`src/rtl/zol_pkg.sv`:
```
// Package: shared widths and condition encodings for the loop sequencer.
// Assumes an 8-entry status flag vector selected by a 3-bit field.
package zol_pkg;
    localparam int COND_W  = 4;
    localparam int FLAG_W  = 8;
    typedef logic [COND_W-1:0] cond_t;
    localparam cond_t COND_COUNT_DONE = 4'b0000;
endpackage

```
`src/rtl/zol_lifo.sv`:
```
// Module: small last-in first-out stack with level count.
// Assumes push and pop are not asserted together; a push when full and a
// pop when empty are ignored. Entry storage is not cleared on reset; the
// level counter is, which empties the stack.
module zol_lifo #(
    parameter int W     = 16,
    parameter int DEPTH = 4
) (
    input  logic                         clk,
    input  logic                         rst_n,
    input  logic                         push,
    input  logic                         pop,
    input  logic [W-1:0]                 din,
    output logic [W-1:0]                 top,
    output logic [$clog2(DEPTH+1)-1:0]   level,
    output logic                         full,
    output logic                         empty
);
    localparam int LW = $clog2(DEPTH + 1);
    localparam int IW = (DEPTH > 1) ? $clog2(DEPTH) : 1;

    logic [W-1:0]  mem [DEPTH];
    logic [LW-1:0] lvl_q;
    logic [IW-1:0] top_idx;

    assign full    = (lvl_q == LW'(DEPTH));
    assign empty   = (lvl_q == '0);
    assign level   = lvl_q;
    assign top_idx = IW'(lvl_q - 1'b1);
    assign top     = mem[top_idx];

    // Level counter: up on accepted push, down on accepted pop.
    always_ff @(posedge clk) begin
        if (!rst_n)
            lvl_q <= '0;
        else if (push && !full)
            lvl_q <= lvl_q + 1'b1;
        else if (pop && !empty)
            lvl_q <= lvl_q - 1'b1;
    end

    // One write port per entry, selected by the current level.
    for (genvar g = 0; g < DEPTH; g++) begin : g_entry
        always_ff @(posedge clk) begin
            if (push && !full && (lvl_q == LW'(g)))
                mem[g] <= din;
        end
    end

    assert_no_underflow_R5: assert property (@(posedge clk) disable iff (!rst_n)
        pop |-> !empty);
    assert_level_bound_R9: assert property (@(posedge clk) disable iff (!rst_n)
        lvl_q <= LW'(DEPTH));
    assert_full_holds_R10: assert property (@(posedge clk) disable iff (!rst_n)
        (rst_n && full && push && !pop) |=> full);
endmodule

```
`src/rtl/zol_cond.sv`:
```
// Module: termination condition evaluator.
// Code 0000 selects counter expiry; 1iii selects flag iii set;
// 0iii (iii nonzero) selects flag iii clear. Purely combinational.
module zol_cond
    import zol_pkg::*;
(
    input  cond_t              code,
    input  logic [FLAG_W-1:0]  flags,
    input  logic               count_expired,
    output logic               terminate
);
    logic flag_sel;

    assign flag_sel = flags[code[2:0]];

    // Decode the condition code into a single terminate bit.
    always_comb begin
        if (code == COND_COUNT_DONE)
            terminate = count_expired;
        else if (code[3])
            terminate = flag_sel;
        else
            terminate = !flag_sel;
    end
endmodule

```
`src/rtl/zol_sequencer.sv`:
```
// Module: fetch address sequencer with zero-overhead nested hardware loops.
// Assumes the decoder does not issue loop_start or count_load on the last
// instruction of the innermost loop. Exit and loop-back decisions are made
// in the cycle whose fetch address equals the innermost end address.
module zol_sequencer
    import zol_pkg::*;
#(
    parameter int AW    = 14,
    parameter int CW    = 14,
    parameter int DEPTH = 4
) (
    input  logic                         clk,
    input  logic                         rst_n,
    input  logic                         loop_start,
    input  logic [AW-1:0]                loop_end_addr,
    input  logic [COND_W-1:0]            loop_cond,
    input  logic                         count_load,
    input  logic [CW-1:0]                count_value,
    input  logic [FLAG_W-1:0]            status_flags,
    output logic [AW-1:0]                fetch_addr,
    output logic [$clog2(DEPTH+1)-1:0]   loop_depth,
    output logic [CW-1:0]                count_now,
    output logic                         overflow_err
);
    localparam int LW  = $clog2(DEPTH + 1);
    localparam int LSW = AW + COND_W;

    logic [AW-1:0]  pc_q;
    logic [CW-1:0]  cnt_q;
    logic           cnt_active_q;
    logic           err_q;

    logic [AW-1:0]  pc_top;
    logic [LW-1:0]  pc_lvl;
    logic           pc_full, pc_empty;
    logic [LSW-1:0] ls_top;
    logic [LW-1:0]  ls_lvl;
    logic           ls_full, ls_empty;
    logic [CW-1:0]  cs_top;
    logic [LW-1:0]  cs_lvl;
    logic           cs_full, cs_empty;

    logic [AW-1:0]  end_top;
    cond_t          cond_top;
    logic           at_end, term, loop_back, loop_exit, ce_loop;
    logic           cs_push, cs_pop;
    logic [AW-1:0]  pc_next;

    assign end_top   = ls_top[AW-1:0];
    assign cond_top  = ls_top[LSW-1:AW];
    assign at_end    = !ls_empty && (pc_q == end_top);
    assign loop_back = at_end && !term;
    assign loop_exit = at_end && term;
    assign ce_loop   = (cond_top == COND_COUNT_DONE);
    assign cs_push   = count_load && cnt_active_q;
    assign cs_pop    = loop_exit && ce_loop && !cs_empty && !count_load;

    zol_cond u_cond (
        .code          (cond_top),
        .flags         (status_flags),
        .count_expired (cnt_q == CW'(1)),
        .terminate     (term)
    );

    zol_lifo #(.W(AW), .DEPTH(DEPTH)) u_pc_stack (
        .clk   (clk),
        .rst_n (rst_n),
        .push  (loop_start),
        .pop   (loop_exit),
        .din   (pc_q + 1'b1),
        .top   (pc_top),
        .level (pc_lvl),
        .full  (pc_full),
        .empty (pc_empty)
    );

    zol_lifo #(.W(LSW), .DEPTH(DEPTH)) u_loop_stack (
        .clk   (clk),
        .rst_n (rst_n),
        .push  (loop_start),
        .pop   (loop_exit),
        .din   ({loop_cond, loop_end_addr}),
        .top   (ls_top),
        .level (ls_lvl),
        .full  (ls_full),
        .empty (ls_empty)
    );

    zol_lifo #(.W(CW), .DEPTH(DEPTH)) u_count_stack (
        .clk   (clk),
        .rst_n (rst_n),
        .push  (cs_push),
        .pop   (cs_pop),
        .din   (cnt_q),
        .top   (cs_top),
        .level (cs_lvl),
        .full  (cs_full),
        .empty (cs_empty)
    );

    // Next fetch address: loop top on a repeat, otherwise sequential.
    always_comb begin
        if (loop_back)
            pc_next = pc_top;
        else
            pc_next = pc_q + 1'b1;
    end

    // Program counter register.
    always_ff @(posedge clk) begin
        if (!rst_n)
            pc_q <= '0;
        else
            pc_q <= pc_next;
    end

    // Iteration counter: load, decrement at counted loop end, restore on exit.
    always_ff @(posedge clk) begin
        if (!rst_n) begin
            cnt_q        <= '0;
            cnt_active_q <= 1'b0;
        end else if (count_load) begin
            cnt_q        <= count_value;
            cnt_active_q <= 1'b1;
        end else if (at_end && ce_loop) begin
            if (!term)
                cnt_q <= cnt_q - 1'b1;
            else if (!cs_empty)
                cnt_q <= cs_top;
            else begin
                cnt_q        <= '0;
                cnt_active_q <= 1'b0;
            end
        end
    end

    // Sticky overflow flag for dropped pushes.
    always_ff @(posedge clk) begin
        if (!rst_n)
            err_q <= 1'b0;
        else if ((loop_start && ls_full) || (cs_push && cs_full))
            err_q <= 1'b1;
    end

    assign fetch_addr   = pc_q;
    assign loop_depth   = ls_lvl;
    assign count_now    = cnt_q;
    assign overflow_err = err_q;

    assert_stacks_aligned_R9: assert property (@(posedge clk) disable iff (!rst_n)
        (pc_lvl == ls_lvl) && (pc_full == ls_full) && (pc_empty == ls_empty));
    assert_loop_back_R4: assert property (@(posedge clk) disable iff (!rst_n)
        (rst_n && loop_back) |=> (fetch_addr == $past(pc_top)));
    assert_exit_R5: assert property (@(posedge clk) disable iff (!rst_n)
        (rst_n && loop_exit) |=> (fetch_addr == $past(end_top) + 1'b1)
                                 && (loop_depth == $past(loop_depth) - 1'b1));
    assert_open_R3: assert property (@(posedge clk) disable iff (!rst_n)
        (rst_n && loop_start && !ls_full && !at_end) |=>
            (loop_depth == $past(loop_depth) + 1'b1));
    assert_no_overflow_R10: assert property (@(posedge clk) disable iff (!rst_n)
        (rst_n && overflow_err) |=> overflow_err);
    assert_count_step_R7: assert property (@(posedge clk) disable iff (!rst_n)
        (rst_n && loop_back && ce_loop && !count_load) |=>
            (count_now == $past(count_now) - 1'b1));
endmodule

```
`config.mk`:
```
export PLATFORM = sky130hd
export DESIGN_NAME = zol_sequencer
export DESIGN_NICKNAME = d
export VERILOG_FILES = /design/src/rtl/zol_pkg.sv /design/src/rtl/zol_lifo.sv /design/src/rtl/zol_cond.sv /design/src/rtl/zol_sequencer.sv
export SDC_FILE = /design/constraint.sdc
export NUM_CORES = 1
export LEC_CHECK = 0
export BUFFER_PORTS_ARGS = -buffer_cell sky130_fd_sc_hd__clkbuf_2
export CAP_MARGIN = 20
export CORE_MARGIN = 2
export CORE_UTILIZATION = 55
export CTS_CLUSTER_DIAMETER = 30
export DETAILED_ROUTE_END_ITERATION = 10
export PLACE_DENSITY = 0.74
export SYNTH_ARGS = -nofsm -noshare
export SYNTH_HDL_FRONTEND = slang
export SYNTH_HIERARCHICAL = 1
export SYNTH_SLANG_ARGS = --single-unit
export TNS_END_PERCENT = 30
```
`constraint.sdc`:
```
create_clock -name clk -period 4.5 [get_ports clk]
set_input_delay 0.9 -clock clk [delete_from_list [all_inputs] [get_ports clk]]
set_output_delay 0.9 -clock clk [all_outputs]
set_load 0.02 [all_outputs]
```
# Word level (Yosys, flattened, before mapping)
# Memory sizes are Yosys's and may differ from the RTL's.
# Index checks and enable logic that the tools add are counted.
[word_totals] ramBits=184 memories=3 register_bits=39 latchBits=0 word_cells=161 mem_bits_ro=0
[mem_list] name="u_loop_stack.mem" depth=4 width=18 rd=1 rd_ports_with_merged_regs=0 wr=1 line="zol_lifo.sv:22" text="logic [W-1:0] mem [DEPTH];"
[mem_list] name="u_count_stack.mem" depth=4 width=14 rd=1 rd_ports_with_merged_regs=0 wr=1 line="zol_lifo.sv:22"
[mem_list] name="u_pc_stack.mem" depth=4 width=14 rd=1 rd_ports_with_merged_regs=0 wr=1 line="zol_lifo.sv:22"
[classes] n_shift=0 muxes=70 n_lt_le_gt_ge=1 div_mod_pow=0 reduce_logical=58 n_eq_ne=14 bitwise_logic=0 mul=0 addsub=8
[op_table] operator="$mux W14" n=11
[op_table] operator="$reduce_or A14 Y1" n=6
[op_table] operator="$mux W18" n=3
[op_table] operator="$reduce_or A18 Y1" n=3
[op_table] operator="$mux W1" n=40
[op_table] operator="$logic_and A1 B1 Y1" n=28
[op_table] operator="$eq A3 B2 Y1 const B" n=6
[op_table] operator="$mux W2" n=9
[op_table] operator="$mux W3" n=6
[op_table] operator="$add A14 B1 Y14 const B" n=1
[op_table] operator="$eq A14 B1 Y1 const B" n=1
[op_table] operator="$eq A14 B14 Y1" n=1
[op_table] operator="$sub A14 B1 Y14 const B" n=1
[op_table] operator="$reduce_bool A2 Y1" n=6
[op_table] operator="$add A3 B1 Y3 const B" n=3
[op_table] operator="$eq A3 B1 Y1 const B" n=3
[op_table] operator="$eq A3 B3 Y1 const B" n=3
[op_table] operator="$logic_not A1 Y1" n=9
[op_table] operator="$logic_not A3 Y1" n=3
[op_table] operator="$sub A3 B1 Y3 const B" n=3
[op_table] operator="$logic_not A4 Y1" n=1
[op_table] operator="$lt A3 B4 Y1 const B" n=1
[op_table] operator="$bmux W1 S3" n=1
[op_table] operator="$reduce_and A3 Y1" n=1
[op_table] operator="$logic_or A1 B1 Y1" n=1

# Depth between registers and ports, before layout
# Gate-level depths: netlist of the first run.
# An unclocked memory read counts as a cell.
[depth] depth_word=14 ltp_mapped=18

# Hierarchy
# Netlist of the first run, hierarchy kept.
[by_module_without_submodules] module="zol_lifo (u_count_stack ...)" instances=2 cells_each=113 seq_area_each_um2=1741.7 area_per_inst_um2=2378.5
[by_module_without_submodules] module="zol_lifo (u_loop_stack)" instances=1 cells_each=133 seq_area_each_um2=2222.1 area_per_inst_um2=2926.6
[by_module_without_submodules] module="zol_sequencer" instances=1 cells_each=264 seq_area_each_um2=600.6 area_per_inst_um2=2004.4
[by_module_without_submodules] module="zol_cond" instances=1 cells_each=6 seq_area_each_um2=0.0 area_per_inst_um2=87.6

# Least setup slack after synthesis of the first run
# OpenSTA, ideal clock, no wires.
[synth_path] path_kind="reg-to-reg" from="register u_loop_stack.lvl_q[0], in the netlist u_loop_stack/level[0]" to="register u_count_stack.lvl_q[2], in the netlist u_count_stack/level[2]" period_less_slack_ns=4.181 stages_incl_launch_ff=19 arrival_time_ns=4.105 required_time_ns=4.424 slack_ns=0.319 setup_time_ns=0.076 path_cell_list="dfxtp_1 buf_6 inv_1 ha_1 buf_4 buf_4 mux4_2 mux4_1 mux2i_1 mux2i_1 mux2i_1 clkbuf_1 inv_1 nor2_1 clkbuf_1 and3_1 nor4bb_1 o21ai_0 a21boi_0"
[synth_between] elab_chain_cells=13 elab_cells_between_ends=18 cone_classes="1 x add/sub; 1 x eq/ne; 4 x mux; 11 x reduce/logical; 1 x memory"
[synth_lines] element="from (decl)" line="zol_lifo.sv:23" text="logic [LW-1:0] lvl_q;"
[synth_lines] element="from (signal assigned)" line="zol_lifo.sv:37" text="lvl_q <= lvl_q + 1'b1;"
[synth_lines] element="from (signal assigned)" line="zol_lifo.sv:39" text="lvl_q <= lvl_q - 1'b1;"
[synth_lines] element="$sub A3 B1 Y3 *" line="zol_lifo.sv:29" text="assign top_idx = IW'(lvl_q - 1'b1);"
[synth_lines] element="$mem_v2 Z4 W18 *"
[synth_lines] element="named net ls_top[14]" line="zol_sequencer.sv:36" text="logic [LSW-1:0] ls_top;"
[synth_lines] element="$bmux W1 S3" line="zol_cond.sv:14" text="assign flag_sel = flags[code[2:0]];"
[synth_lines] element="$mux W1 (not written as such)" line="zol_cond.sv:14"
[synth_lines] element="$logic_not A1 Y1" line="zol_cond.sv:23" text="terminate = !flag_sel;"
[synth_lines] element="$mux W1" line="zol_cond.sv:20" text="else if (code[3])"
[synth_lines] element="$mux W1 *" line="zol_cond.sv:18" text="if (code == COND_COUNT_DONE)"
[synth_lines] element="named net term" line="zol_sequencer.sv:45" text="logic at_end, term, loop_back, loop_exit, ce_loop;"
[synth_lines] element="$logic_and A1 B1 Y1 *" line="zol_sequencer.sv:53" text="assign loop_exit = at_end && term;"
[synth_lines] element="$logic_and A1 B1 Y1 * (3 in series)" line="zol_sequencer.sv:56" text="assign cs_pop = loop_exit && ce_loop && !cs_empty && !count_load;"
[synth_lines] element="named net cs_pop" line="zol_sequencer.sv:46" text="logic cs_push, cs_pop;"
[synth_lines] element="$logic_and A1 B1 Y1 *" line="zol_lifo.sv:38" text="else if (pop && !empty)"
[synth_lines] element="$reduce_bool A2 Y1 (no source line) *"
[synth_lines] element="to (signal assigned)" line="zol_lifo.sv:37"
[synth_lines] element="to (signal assigned)" line="zol_lifo.sv:39"
[synth_lines] element="to (decl)" line="zol_lifo.sv:23"
# The timed path passes the listed nets; every way through them passes the cells marked *. The select of a mux whose other input is x is not followed.
# A chain may end at the register's enable or synchronous reset.

# Final worst setup path of the first run
[layout_path] from="register u_loop_stack.lvl_q[1], in the netlist u_loop_stack/level[1]" to="register u_count_stack.lvl_q[2], in the netlist u_count_stack/level[2]"
# The elaborated chain is that of the path after synthesis.

==> results of run 1 <==
-- power by group --
| part | total [W] | internal [W] | switching, W |
|---|---|---|---|
| Sequential | 0.00240 | 0.00235 | 0.0000537 |
| Combinational | 0.000665 | 0.000271 | 0.000394 |
| Clock | 0.00279 | 0.00175 | 0.00104 |
-- how the worst max path moves through the flow --
stage	start	end	slack, ps	depth (start not counted)
after floorplan	u_loop_stack/level[0]$_SDFFE_PN0P_	u_count_stack/level[2]$_SDFFE_PN0P_	320	18
after global placement	u_loop_stack/level[1]$_SDFFE_PN0P_	u_count_stack/level[2]$_SDFFE_PN0P_	960	15
after detailed placement	u_loop_stack/level[1]$_SDFFE_PN0P_	u_count_stack/level[2]$_SDFFE_PN0P_	740	15
after CTS	u_loop_stack/level[1]$_SDFFE_PN0P_	u_count_stack/level[2]$_SDFFE_PN0P_	700	15
after global routing	u_loop_stack/level[1]$_SDFFE_PN0P_	u_count_stack/level[2]$_SDFFE_PN0P_	290	15
final	u_loop_stack/level[1]$_SDFFE_PN0P_	u_count_stack/level[2]$_SDFFE_PN0P_	630	15
-- flip-flops by register name (all words and copies together) (netlist names) --
signal	flops
cnt_active_q	1
u_loop_stack/level	3
u_count_stack/level	3
u_pc_stack/mem	56
count_now	14
u_loop_stack/mem	72
fetch_addr	14
overflow_err	1
u_pc_stack/level	3
u_count_stack/mem	56
-- cell type report --
type                       instances  area (um2)
timing repair buffer              87         465
inverter                          22        82.6
clock inverter                    29         248
multi-input combinational        357        3220
clock buffer                      45        1040
tap                              225         282
sequential                       223        6310
fill                            1161        5710
-- routing by layer --
| layer | vias to the layer above | global-route usage | part of all wire |
|---|---|---|---|
| met5 | - | 0 | 0 |
| met2 | 235 | 0.360 | 0.49 |
| met4 | 0 | 0.0853 | 0.022 |
| met3 | 40 | 0.0559 | 0.072 |
| li1 | 2668 | - | - |
| met1 | 2982 | 0.316 | 0.42 |
-- critical path, delay by kind of cell, from the launching register on --
kind	cells	cell delay [ps]
muxes	5	1210
adders and majority gates	1	340
AOI/OAI and AO/OA	2	270
buffers and inverters	4	780
DFF	1	450
and+or+nand+nor	3	720
-- through the flow --
step           setup slack (ps)  hold slack [ps]   util  instances  cell area [um2]
2_1_floorplan               319              449      -        628             9770
3_3_place_gp                961              461  0.597        914            10400
3_5_place_dp                744              476  0.597        914            10400
4_1_cts                     699              485  0.671        988            11600
5_1_grt                     289              532  0.671        988            11600
6_report                    634              486  0.671        988            11600
==> out/metrics.yaml, run 1 <==
sta:
  slew_viol_final: 0
  skew_ps: 29.0
  min_period_over_period: 0.859
  fmax_ghz: 0.259
  relSlewSlack: 0.327
  rsz0062_at_grt: "no"
  max_slew.worst_pin.slew_ps: 1010
  period_minus_slack_ps: 3870
  setup-violations-final: 0
  finalHoldViolations: 0
  finalSetupTns_ps: 0
synthesis:
  syn-cell-area_mm2: 0.00977
  syn_inst: 628
  yosysWarnings: 6
  syn_nets: 693
  synth_area_per_cell_um2: 15.6
detailed_routing:
  first_pass_iters: 5
  drtIter0Drc: 549
  ant_nets: 0
  drc: 0
  wirelength_mm: 20.7
  via_per_inst: 6.00
  wire_per_inst_um: 21.0
  vias: 5925
global_route:
  grt_pass1_vias: 6096
  antenna_found_initial: 0
  grt_max_degree: 26
  track_usage: 0.230
  grt_pass1_wl_mm: 32.5
  grt_overflow: 0
clock_tree:
  cts_buffers: 40
  cts_resized: 0
  cts_tree: "built"
  clk_pin_slew_worst_paths_ps: 50
  clk_latency_ps: 530
  cts_buffer_depth: 3
  htreeDepth: 2
  clockRootBuffer: "clkbuf_16"
  cts_hold_buf: 0
  post_cts_buffers: 0
  clkSinkCount: 223
cells_and_area:
  nNetsFinal: 796
  most-common-layout-cells: "edfxtp_1 (184), clkbuf_2 (75), clkbuf_16 (40)"
  num_antenna_cells: 0
  drive_gt1_frac: 0.261
  area_growth_pct: 19.1
  final_common_cell: "edfxtp_1"
die:
  die_x_um: 137
  fp-row-count: 48
  core_mm2: 0.0174
  die-height_um: 137
  ioPinCount: 76
  dieArea_mm2: 0.0188
  initial_core_util: 0.563
setup_path:
  crit-reg2reg-capture: "u_count_stack/level[2]$_SDFFE_PN0P_"
  required_ps: 4930
  crit_slowest_cell: "dfxtp_1"
  r2r_cells: 15
  reg2reg_from: "u_loop_stack/level[1]$_SDFFE_PN0P_"
  crit_arrival_ps: 4300
  cp_max_fo: 19
  criticalPathCategory: "reg2reg"
  end_kind: "flop"
  cpPeakStageDelay_ps: 450
  cp_cell_sequence: "inv_1, ha_1, buf_4, mux4_2, mux4_1, mux2i_1, mux2i_1, mux2i_2, inv_1, nor2_1, buf_4, and3_1, nor4bb_1, o21ai_0, a21boi_0"
  startpoint_type: "flop"
  r2r_setup_slack_ps: 630
placement:
  hpwl_mm: 13.0
  gp_congestion: 0.850
  portBuffers: 75
pwr:
  total_power_w: 0.00586
  ir_drop_uv: 385
  cellPowerDensity_mw_per_mm2: 503
  power.leakage_nw: 4.23
run:
  maxCapViolCount: 0
hold_path:
  hold_path.startpoint: "cnt_active_q$_SDFFE_PN0P_"
  hp-class: "reg2reg"
  hold_depth: 2
  min_to: "cnt_active_q$_SDFFE_PN0P_"
outcome:
  outcome: "finished, final reports clean"
Note: power is estimated with default switching activity, not from simulation.
==> run 2, diff against run 1 <==
--- a/config.mk
+++ b/config.mk
@@ -9,3 +9,2 @@
 export CAP_MARGIN = 20
-export CORE_MARGIN = 2
 export CORE_UTILIZATION = 55
--- a/constraint.sdc
+++ b/constraint.sdc
@@ -3,2 +3,2 @@
 set_output_delay 0.9 -clock clk [all_outputs]
-set_load 0.02 [all_outputs]
+set_load 0.1 [all_outputs]
==> run 2 against run 1 <==
Effect of this change: critical path depth is 1 lower; sequential cell count stayed put; non-clock buffer count is 1 lower; sequential share of layout area decreased by 0.57 points; cell count decreased by 0.10%; power grew 6.9%.
==> out/metrics.yaml, run 2 (synthesis gave the netlist of run 1 again) <==
global_route:
  grt_overflow: 0  # unchanged
  antenna_found_initial: 0  # unchanged
  grt_max_degree: 26  # unchanged
  track_usage: 0.233  # +0.00304
  grt_pass1_vias: 5935  # -2.6%
  grt_pass1_wl_mm: 32.0  # -1.8%
setup_path:
  criticalPathCategory: "reg2reg"
  cpPeakStageDelay_ps: 550  # +100 ps
  startpoint_type: "flop"
  crit_slowest_cell: "ha_1"
  cp_max_fo: 12  # -7
  end_kind: "flop"
  cp_cell_sequence: "inv_1, ha_1, mux4_2, mux4_1, mux2i_1, mux2i_1, mux2i_2, inv_1, nor2_1, buf_4, and3_1, nor4bb_1, o21ai_0, a21boi_0"
  required_ps: 4940  # about the same
  crit_arrival_ps: 4400  # +100 ps
cells_and_area:
  largest_register_ffs: 72  # unchanged
  reg_top3: "u_loop_stack/mem (72), u_count_stack/mem (56), u_pc_stack/mem (56)"
  final_area_mm2: 0.0118  # +1.1%
  nNetsFinal: 795  # -0.13%
  final_common_cell: "edfxtp_1"
  top_register: "u_loop_stack/mem"
  area_growth_pct: 20.5
  drive_gt1_frac: 0.264  # +0.00297
  num_antenna_cells: 0  # unchanged
  most-common-layout-cells: "edfxtp_1 (184), clkbuf_2 (75), clkbuf_16 (40)"
  fill_cells: 1168  # +0.60%
sta:
  min_period_over_period: 0.879  # +0.0194
  finalSetupTns_ps: 0  # unchanged
  slew_viol_final: 0  # unchanged
  fmax_ghz: 0.253  # -2.2%
  rsz0062_at_grt: "no"
  max_slew.worst_pin.slew_ps: 1030  # +24.4 ps
  period_minus_slack_ps: 3950  # +87.4 ps
  finalHoldViolations: 0  # unchanged
  setup-violations-final: 0  # unchanged
  skew_ps: 30.2  # +1.27 ps
  relSlewSlack: 0.310  # -0.0170
detailed_routing:
  wire_per_inst_um: 20.9  # -0.19%
  drc: 0  # unchanged
  first_pass_iters: 5  # unchanged
  drtIter0Drc: 515  # -6.2%
  wirelength_mm: 20.7  # -0.29%
  vias: 5918  # -0.12%
  ant_nets: 0  # unchanged
  via_per_inst: 6.00  # about the same
placement:
  hpwl_mm: 12.9  # -1.1%
  gp_congestion: 0.866  # +1.8%
  placedInstanceArea_mm2: 0.0103  # about the same
  portBuffers: 75  # unchanged
clock_tree:
  cts_hold_buf: 0  # unchanged
  htreeDepth: 2  # unchanged
  cts_buffers: 40  # unchanged
  post_cts_buffers: 0  # unchanged
  clk_latency_ps: 530  # about the same
  clkSinkCount: 223  # unchanged
  clockRootBuffer: "clkbuf_16"
  cts_tree: "built"
  cts_resized: 0  # unchanged
  clk_pin_slew_worst_paths_ps: 50  # about the same
  cts_buffer_depth: 3  # unchanged
die:
  initial_core_util: 0.565  # +0.00195
  die_x_um: 135  # -1.5%
  fp-row-count: 48  # unchanged
  die-height_um: 135  # -1.5%
  ioPinCount: 76  # unchanged
  dieArea_mm2: 0.0183  # -2.9%
  core_mm2: 0.0173  # -0.35%
run:
  maxCapViolCount: 0  # unchanged
pwr:
  power.leakage_nw: 4.29  # +1.5%
  power_frac_comb: 0.120  # +0.007
  power.switching_w: 0.00162  # +9.0%
  internal_power_w: 0.00464  # +6.2%
  p_sw_frac: 0.259  # +0.00505
  p_clk_frac: 0.497  # +0.020
  cellPowerDensity_mw_per_mm2: 532  # +5.8%
  seqPwrFrac: 0.383  # -0.027
  ir_drop_uv: 405  # +5.2%
hold_path:
  hp-class: "reg2reg"
outcome:
  outcome: "finished, final reports clean"
run 2: cell types whose count changed in the layout (fill, tap and decap cells not counted), sizes merged:
cell,change
bufinv,+5
clkinv,-4
inv,+3
clkbuf,-2
clkinvlp,-2
buf,-1
run 2: path summary, 6_finish.rpt:
kind         slack [ps]  cells past startpoint                             endpoint                               start
max                 550                     14  u_count_stack/level[2]$_SDFFE_PN0P_  u_loop_stack/level[1]$_SDFFE_PN0P_
min                 480                      2            cnt_active_q$_SDFFE_PN0P_           cnt_active_q$_SDFFE_PN0P_
max reg2reg         550                     14  u_count_stack/level[2]$_SDFFE_PN0P_  u_loop_stack/level[1]$_SDFFE_PN0P_
min reg2reg         480                      2            cnt_active_q$_SDFFE_PN0P_           cnt_active_q$_SDFFE_PN0P_
run 2: per-layer routing:
metal  GRT usage  routed length [um]  vias up
met4      0.0880                 445        0
met5           0                   0        -
met1       0.318                8860     2972
met2       0.375               10300      236
met3      0.0434                1110       38
li1            -                   -     2672
run 2: area by class of cell:
| type | instances | area [um2] | area share |
|---|---|---|---|
| Timing Repair Buffer | 86 | 458 | 0.0389 |
| Tap cell | 225 | 282 | 0.0239 |
| Clock inverter | 31 | 409 | 0.0348 |
| Clock buffer | 43 | 1010 | 0.0860 |
| Inverter | 22 | 82.6 | 0.00702 |
| Multi-Input combinational cell | 357 | 3220 | 0.273 |
| Sequential cell | 223 | 6310 | 0.536 |
run 2: worst max-delay path: cells and delay by family, from the launching register on:
kind,cells,cell delay (ps)
compound gates,2,290
flops,1,380
fa+ha+maj,1,550
buf+inv,3,430
simple gates,3,740
mux,5,1470
run 2: stage by stage:
stage / setup WS (ps) / power [W] / hold WS (ps) / utilization / instances
finish: 547 / 0.00627 / 482 / 0.681 / 987
global route: 320 / 0.00645 / 534 / 0.681 / 987
CTS: 602 / 0.00629 / 480 / 0.681 / 987
detailed placement: 599 / 0.00318 / 472 / 0.598 / 913
global placement: 822 / 0.00316 / 463 / 0.598 / 913
floorplan: 109 / 0.00299 / 449 / - / 628
run 2: power groups by stage:
stage / sequential, W / clock, W / combinational, W
2_1_floorplan: 0.00252 / 0 / 0.000471
3_3_place_gp: 0.00243 / 0 / 0.000727
3_5_place_dp: 0.00244 / 0 / 0.000744
4_1_cts: 0.00240 / 0.00314 / 0.000752
5_1_grt: 0.00241 / 0.00324 / 0.000802
6_report: 0.00240 / 0.00312 / 0.000751
==> run 3, diff against run 2 <==
ABC_AREA = 1   (was unset)
==> run 3 against run 2 <==
Effect of this change: final area grew 4.0%; cell count grew 41%; sequential cell count is the same; register-to-register slack gained 320 ps; largest power group unchanged.
==> out/metrics.yaml, run 3 <==
outcome:
  outcome: "finished, final reports clean"
sta:
  relSlewSlack: 0.427  # +0.117
  max_slew.worst_pin.slew_ps: 858  # -175 ps
  slew_viol_final: 0  # unchanged
  finalSetupTns_ps: 0  # unchanged
  rsz0062_at_grt: "no"
  min_period_over_period: 0.807  # -0.0712
  finalHoldViolations: 0  # unchanged
  period_minus_slack_ps: 3630  # -321 ps
  skew_ps: 19.5  # -10.7 ps
  fmax_ghz: 0.275  # +8.8%
  setup-violations-final: 0  # unchanged
die:
  initial_core_util: 0.570  # +0.00517
  fp-row-count: 49  # +2.1%
  ioPinCount: 76  # unchanged
  die-height_um: 140  # +3.2%
  dieArea_mm2: 0.0195  # +6.5%
  die_x_um: 140  # +3.2%
  core_mm2: 0.0183  # +5.6%
pwr:
  power_frac_comb: 0.148  # +0.028
  cellPowerDensity_mw_per_mm2: 508  # -4.5%
  power.switching_w: 0.00176  # +8.5%
  ir_drop_uv: 330  # -19%
  seqPwrFrac: 0.385  # +0.002
  internal_power_w: 0.00446  # -3.8%
  p_sw_frac: 0.283  # +0.0239
  power.leakage_nw: 4.97  # +16%
  p_clk_frac: 0.467  # -0.030
global_route:
  grt_pass1_wl_mm: 38.1  # +19%
  grt_max_degree: 42  # +62%
  grt_pass1_vias: 7488  # +26%
  grt_overflow: 0  # unchanged
  antenna_found_initial: 0  # unchanged
  track_usage: 0.252  # +0.0187
setup_path:
  crit_arrival_ps: 4090  # -310 ps
  cpMostUsedCell: "nand2_1"
  startpoint_type: "flop"
  required_ps: 4960  # +20 ps
  end_kind: "flop"
  cp_cell_sequence: "inv_6, ha_1, inv_2, o21ai_0, o22ai_1, inv_2, nand2_1, nand3_1, nand3_2, nand3_1, nand3_1, nand2_1, nor2_1, inv_1, a21oi_1, nor2_1, nand2_1, nand2_1, nor2_1"
  criticalPathCategory: "reg2reg"
  crit_slowest_cell: "nor2_1"
  cpPeakStageDelay_ps: 550  # about the same
  cp_max_fo: 41  # +29
clock_tree:
  cts_resized: 0  # unchanged
  cts_buffer_depth: 3  # unchanged
  clockRootBuffer: "clkbuf_16"
  htreeDepth: 2  # unchanged
  cts_tree: "built"
  post_cts_buffers: 0  # unchanged
  cts_hold_buf: 0  # unchanged
  clkSinkCount: 223  # unchanged
  clk_pin_slew_worst_paths_ps: 60  # about the same
  clk_latency_ps: 520  # about the same
  cts_buffers: 38  # -5.0%
hold_path:
  hp-class: "reg2reg"
placement:
  gp_congestion: 0.870  # +0.53%
  hpwl_mm: 15.0  # +17%
  placedInstanceArea_mm2: 0.0109  # +5.6%
  portBuffers: 75  # unchanged
detailed_routing:
  vias: 7711  # +30%
  first_pass_iters: 5  # unchanged
  ant_nets: 0  # unchanged
  drtIter0Drc: 716  # +39%
  drc: 0  # unchanged
  wirelength_mm: 23.9  # +16%
  via_per_inst: 5.55  # -7.5%
  wire_per_inst_um: 17.2  # -18%
cells_and_area:
  drive_gt1_frac: 0.193  # -0.0708
  most-common-layout-cells: "nand2_1 (186), edfxtp_1 (184), nor2_1 (162)"
  nNetsFinal: 1196  # +50%
  reg_top3: "u_loop_stack/mem (72), u_count_stack/mem (56), u_pc_stack/mem (56)"
  area_growth_pct: 17.6
  top_register: "u_loop_stack/mem"
  final_area_mm2: 0.0122  # +4.0%
  num_antenna_cells: 0  # unchanged
  largest_register_ffs: 72  # unchanged
  final_common_cell: "nand2_1"
run:
  maxCapViolCount: 0  # unchanged
synthesis:
  syn_inst: 1041  # +66%
  syn-cell-area_mm2: 0.0104  # +6.6%
  synth_area_per_cell_um2: 10.0  # -36%
  yosysWarnings: 6  # unchanged
  syn_nets: 1106  # +60%
## run 3: area by class of cell
class                      count  area (um2)
multi-input combinational    676        3460
tap                          229         287
fill                        1403        6020
clock inverter                32         368
timing repair buffer          91         495
inverter                     101         384
sequential                   223        6310
clock buffer                  38         951
## run 3: power groups by stage
stage,clock network (W),registers [W],logic (W)
floorplan,0,0.00254,0.000579
global placement,0,0.00243,0.000889
detailed placement,0,0.00244,0.000908
CTS,0.00294,0.00240,0.000918
global route,0.00304,0.00240,0.00102
finish,0.00291,0.00240,0.000920
## run 3: worst max-delay path: cells and delay by family (launching register included)
| family | cells | cell delay (ps) |
|---|---|---|
| simple gates | 11 | 1380 |
| buf+inv | 4 | 830 |
| compound gates | 3 | 710 |
| flops | 1 | 340 |
| fa+ha+maj | 1 | 320 |
## run 3: routing by layer
| layer | wire length, um | track usage | share of wire | vias up |
|---|---|---|---|---|
| met5 | 0 | 0 | 0 | - |
| met3 | 1950 | 0.0544 | 0.081 | 47 |
| met2 | 11400 | 0.410 | 0.48 | 291 |
| met4 | 587 | 0.0949 | 0.025 | 0 |
| li1 | - | - | - | 3730 |
| met1 | 9970 | 0.332 | 0.42 | 3643 |
## run 3: through the flow
| stage | setup slack (ps) | total power, W | hold WS, ps | util | std cells |
|---|---|---|---|---|---|
| 2_1_floorplan | 468 | 0.00312 | 504 | - | 1041 |
| 3_3_place_gp | 1080 | 0.00332 | 528 | 0.598 | 1320 |
| 3_5_place_dp | 929 | 0.00334 | 544 | 0.598 | 1320 |
| 4_1_cts | 903 | 0.00625 | 550 | 0.670 | 1390 |
| 5_1_grt | 480 | 0.00646 | 589 | 0.670 | 1390 |
| 6_report | 867 | 0.00623 | 549 | 0.670 | 1390 |
## run 3: worst paths after layout
path,from,endpoint,depth (start not counted),slack (ps)
max,u_loop_stack/level[0]$_SDFFE_PN0P_,count_now[6]$_SDFFE_PN0P_,19,870
min,overflow_err$_SDFFE_PN0P_,overflow_err$_SDFFE_PN0P_,2,550
max reg2reg,u_loop_stack/level[0]$_SDFFE_PN0P_,count_now[6]$_SDFFE_PN0P_,19,870
min reg2reg,overflow_err$_SDFFE_PN0P_,overflow_err$_SDFFE_PN0P_,2,550
